### config.mk
export PLATFORM = sky130hd
export DESIGN_NAME = ukcam_top
export DESIGN_NICKNAME = d
export VERILOG_FILES = /design/src/rtl/ukcam_pkg.sv /design/src/rtl/ukcam_match.sv /design/src/rtl/ukcam_onehot_mux.sv /design/src/rtl/ukcam_alloc.sv /design/src/rtl/ukcam_top.sv
export SDC_FILE = /design/constraint.sdc
export NUM_CORES = 1
export LEC_CHECK = 0
export BUFFER_PORTS_ARGS = -buffer_cell sky130_fd_sc_hd__buf_2
export CAP_MARGIN = 20
export CELL_PAD_IN_SITES_DETAIL_PLACEMENT = 2
export CELL_PAD_IN_SITES_GLOBAL_PLACEMENT = 2
export CORE_UTILIZATION = 36
export CTS_CLUSTER_DIAMETER = 200
export DETAILED_ROUTE_END_ITERATION = 16
export PLACE_DENSITY_LB_ADDON = 0.08
export SLEW_MARGIN = 5
export SYNTH_ARGS = -nofsm -noshare
export SYNTH_HDL_FRONTEND = slang
export SYNTH_HIERARCHICAL = 1
export SYNTH_SLANG_ARGS = --single-unit
### constraint.sdc
create_clock -name clk -period 3.1 [get_ports clk]
set_input_delay 0.465 -clock clk [delete_from_list [all_inputs] [get_ports clk]]
set_output_delay 0.465 -clock clk [all_outputs]
set_load 0.02 [all_outputs]
### src/rtl/ukcam_pkg.sv
package ukcam_pkg;
    typedef enum logic {
        MOD_STORE  = 1'b0,
        MOD_REMOVE = 1'b1
    } mod_kind_e;
endpackage

### src/rtl/ukcam_match.sv
module ukcam_match #(
    parameter int ENTRIES = 8,
    parameter int KEY_W   = 8
) (
    input  logic [ENTRIES-1:0]            valid,
    input  logic [ENTRIES-1:0][KEY_W-1:0] keys,
    input  logic [KEY_W-1:0]              probe,
    output logic [ENTRIES-1:0]            hits
);
    for (genvar g = 0; g < ENTRIES; g++) begin : g_cmp
        assign hits[g] = valid[g] && (keys[g] == probe);
    end
endmodule

### src/rtl/ukcam_onehot_mux.sv
module ukcam_onehot_mux #(
    parameter int ENTRIES = 8,
    parameter int DATA_W  = 16,
    localparam int IDX_W  = (ENTRIES > 1) ? $clog2(ENTRIES) : 1
) (
    input  logic [ENTRIES-1:0]             sel,
    input  logic [ENTRIES-1:0][DATA_W-1:0] words,
    output logic [DATA_W-1:0]              word_o,
    output logic [IDX_W-1:0]               idx_o
);
    always_comb begin
        word_o = '0;
        idx_o  = '0;
        for (int i = 0; i < ENTRIES; i++) begin
            word_o = word_o | (words[i] & {DATA_W{sel[i]}});
            idx_o  = idx_o  | (IDX_W'(i) & {IDX_W{sel[i]}});
        end
    end
endmodule

### src/rtl/ukcam_alloc.sv
module ukcam_alloc #(
    parameter int ENTRIES = 8,
    localparam int IDX_W  = (ENTRIES > 1) ? $clog2(ENTRIES) : 1
) (
    input  logic [ENTRIES-1:0] valid,
    output logic               any_free,
    output logic [IDX_W-1:0]   free_idx
);
    always_comb begin
        any_free = 1'b0;
        free_idx = '0;
        for (int i = ENTRIES - 1; i >= 0; i--) begin
            if (!valid[i]) begin
                any_free = 1'b1;
                free_idx = IDX_W'(i);
            end
        end
    end
endmodule

### src/rtl/ukcam_top.sv
module ukcam_top
    import ukcam_pkg::*;
#(
    parameter int ENTRIES = 8,
    parameter int KEY_W   = 8,
    parameter int DATA_W  = 16,
    localparam int IDX_W  = (ENTRIES > 1) ? $clog2(ENTRIES) : 1
) (
    input  logic              clk,
    input  logic              rst_n,
    input  logic              srch_req,
    input  logic [KEY_W-1:0]  srch_key,
    input  logic              mod_req,
    input  logic              mod_del,
    input  logic [KEY_W-1:0]  mod_key,
    input  logic [DATA_W-1:0] mod_data,
    output logic              srch_hit,
    output logic [DATA_W-1:0] srch_data,
    output logic [IDX_W-1:0]  srch_idx,
    output logic              op_done,
    output logic              op_full
);
    typedef struct packed {
        logic [ENTRIES-1:0]             valid;
        logic [ENTRIES-1:0][KEY_W-1:0]  keys;
        logic [ENTRIES-1:0][DATA_W-1:0] data;
        logic                           hit;
        logic [DATA_W-1:0]              rdata;
        logic [IDX_W-1:0]               ridx;
        logic                           done;
        logic                           full;
    } cam_state_t;

    cam_state_t st_d, st_q;

    logic [ENTRIES-1:0] s_match;
    logic [ENTRIES-1:0] m_match;
    logic [DATA_W-1:0]  s_word;
    logic [IDX_W-1:0]   s_idx;
    logic [DATA_W-1:0]  m_word_unused;
    logic [IDX_W-1:0]   m_idx;
    logic               any_free;
    logic [IDX_W-1:0]   free_idx;
    mod_kind_e          kind;

    assign kind = mod_kind_e'(mod_del);

    ukcam_match #(.ENTRIES(ENTRIES), .KEY_W(KEY_W)) u_smatch (
        .valid(st_q.valid), .keys(st_q.keys), .probe(srch_key), .hits(s_match)
    );
    ukcam_match #(.ENTRIES(ENTRIES), .KEY_W(KEY_W)) u_mmatch (
        .valid(st_q.valid), .keys(st_q.keys), .probe(mod_key), .hits(m_match)
    );
    ukcam_onehot_mux #(.ENTRIES(ENTRIES), .DATA_W(DATA_W)) u_smux (
        .sel(s_match), .words(st_q.data), .word_o(s_word), .idx_o(s_idx)
    );
    ukcam_onehot_mux #(.ENTRIES(ENTRIES), .DATA_W(DATA_W)) u_mmux (
        .sel(m_match), .words(st_q.data), .word_o(m_word_unused), .idx_o(m_idx)
    );
    ukcam_alloc #(.ENTRIES(ENTRIES)) u_alloc (
        .valid(st_q.valid), .any_free(any_free), .free_idx(free_idx)
    );

    always_comb begin
        st_d      = st_q;
        st_d.done = 1'b0;
        st_d.full = 1'b0;
        st_d.hit  = srch_req && (|s_match);
        st_d.rdata = st_d.hit ? s_word : '0;
        st_d.ridx  = st_d.hit ? s_idx  : '0;
        if (mod_req) begin
            st_d.done = 1'b1;
            if (kind == MOD_REMOVE) begin
                st_d.valid = st_q.valid & ~m_match;
            end else if (|m_match) begin
                st_d.data[m_idx] = mod_data;
            end else if (any_free) begin
                st_d.valid[free_idx] = 1'b1;
                st_d.keys[free_idx]  = mod_key;
                st_d.data[free_idx]  = mod_data;
            end else begin
                st_d.full = 1'b1;
            end
        end
    end

    always_ff @(posedge clk) begin
        if (!rst_n) begin
            st_q <= '0;
        end else begin
            st_q <= st_d;
        end
    end

    assign srch_hit  = st_q.hit;
    assign srch_data = st_q.rdata;
    assign srch_idx  = st_q.ridx;
    assign op_done   = st_q.done;
    assign op_full   = st_q.full;
endmodule

==> results.cfg <==
[outcome]
status = finished clean

[logic_synthesis]
syn_area_per_cell_um2 = 9.62
yosysWarnings = 6
syn_area_um2 = 10900
syn-instance-count = 1138
synth_nets = 1175

[worst_setup_path]
r2r_cells = 8
cp_slowest_stage_delay_ps = 900
crit_start = st_q[196]
worstSetupEndpointType = flip-flop
critPathBufInv = 1
path_class = flip-flop to flip-flop
timing.rr.end = st_q[72]
crit_required_ps = 3560
startpoint_type = flip-flop
path_depth = 8
cp-endpoint = st_q[72]
cp_slowest_cell = a21oi_4
arrival_ps = 3380
path_cells = xnor2_1, nand3_1, nor3_2, buf_4, nor4_1, a21oi_1, a21oi_4, mux2i_1
path_max_fanout = 16
rrSetupSlack_ps = 180
critical_path.top_delay_family = compound AO/OA/AOI/OAI gates
r2r-start = st_q[196]

[grt]
grt_pass1_vias = 8915
grt_overflow = 0
grt_max_degree = 64
grt_pass1_wl_um = 53800
grt_usage_pct = 22.7
antenna_found_initial = 0

[clock_network]
cts.clk_slew.worst_paths_ps = 60
cts_inserted_buffers = 27
cts.sinks = 222
clk_latency_ps = 550
cts_tree = yes
cts_setup_buffers = 0
post_cts_resized = 0
clock_path_buffers = 3
cts_root_buf = clkbuf_16
htreeDepth = 1
postCtsHoldBufs = 0

[routing]
dr.pass1.iters = 4
routed-via-count = 8291
route.detailed.drc = 0
vias_per_cell = 5.25
wl_per_cell_um = 22.1
ant_nets = 0
drt-initial-drc-count = 417
routed_wl_um = 34900

[layout]
final_common_cell = dfxtp_1
drive_gt1_share_pct = 16.7
syn2layout_area_growth_pct = 14.9
nNetsFinal = 1206
mostFrequentLayoutCells = 222 x dfxtp_1, 192 x mux2i_1, 183 x nand2_1
multi_input_area_um2 = 5860
regArea_um2 = 4440
diodes = 0
nFillCells = 3233

[timing]
worst_slew_pin_slew_ps = 1040
whs_ps = 307
fmax_mhz = 342
min_period_over_period_pct = 94.2
finalWorstSetupSlack_ps = 180
fin_worst_skew_ps = 16.0
setup_violations = 0
finalMaxSlewViolations = 0
grt_setup_unrepaired = no
hold_viol_final = 0
relSlewSlack_pct = 30.8
finalCriticalPeriod_ps = 2920
fin_tns_setup_ps = 0

[power]
leakagePower_uw = 0.00488
power_switching_uw = 1570
clockPowerShare_pct = 48.9
swShare_pct = 24.0
seq_power_share_pct = 44.4
p_per_area_nw_per_um2 = 520
peakVddDrop_mv = 0.391
report.power.total_uw = 6540
intPower_uw = 4970
pwr-share-comb_pct = 6.7

[floorplan]
initial_utilization_pct = 36.7
ios = 59
fp.coreArea_um2 = 29800
die_h_um = 176
die_w_um = 176
die_area_um2 = 31100
rows = 63

[job]
cap_violations = 0

[placement]
finalWeightedCongestion = 0.790
pre_cts_slack_ps = -272
portBuffers = 58
dp_hpwl_um = 22700

[worst_hold_path]
hold_class = input port to flip-flop
hp-start = rst_n
==> area by class of cell <==
class	instances	area share [%]
flip-flops and latches	222	35.3
clock inverters	6	0.467
clock buffers	43	6.64
multi-input cells	797	46.6
repair buffers	118	7.03
well taps	390	3.88
inverters	3	0.0895
==> registers in the layout, indices dropped and copies added (netlist names) <==
name	flops
srch_idx	3
srch_hit	1
op_full	1
srch_data	16
op_done	1
st_q	200
==> power by group through the flow <==
stage                     sequential, uW  combinational, uW  clock, uW
after floorplan                     2960                306          0
after global placement              2970                434          0
after detailed placement            2970                443          0
after CTS                           2910                446       3270
after global routing                2910                474       3390
final                               2910                441       3200
==> through the flow <==
step / instance area, um2 / util (%) / instances
2_1_floorplan: 11000 / - / 1138
3_3_place_gp: 11700 / 39.2 / 1530
3_5_place_dp: 11700 / 39.2 / 1530
4_1_cts: 12600 / 42.2 / 1579
5_1_grt: 12600 / 42.2 / 1579
6_report: 12600 / 42.2 / 1579
==> how the worst min path moves through the flow <==
stage	slack (ps)	endpoint	cells after the start
after floorplan	430	st_q[102]	2
after global placement	440	st_q[111]	2
after detailed placement	450	st_q[113]	2
after CTS	300	st_q[141]	3
after global routing	310	st_q[118]	3
final	310	st_q[134]	3
==> worst register-to-register path, cell delays in order, from the launching register on <==
cell and delay (ps):
dfxtp_1 440, xnor2_1 90, nand3_1 120, nor3_2 80, buf_4 140, nor4_1 440
a21oi_1 340, a21oi_4 900, mux2i_1 290
==> routing by layer <==
metal  global-route usage [%]  share of wire, %  up-vias
li1                         -                 -     3948
met1                     33.4                52     4212
met2                     35.4                44       95
met3                     2.11               2.3       36
met4                     5.03               1.7        0
met5                        0                 0        -
Note: power is estimated with default switching activity, not from simulation.
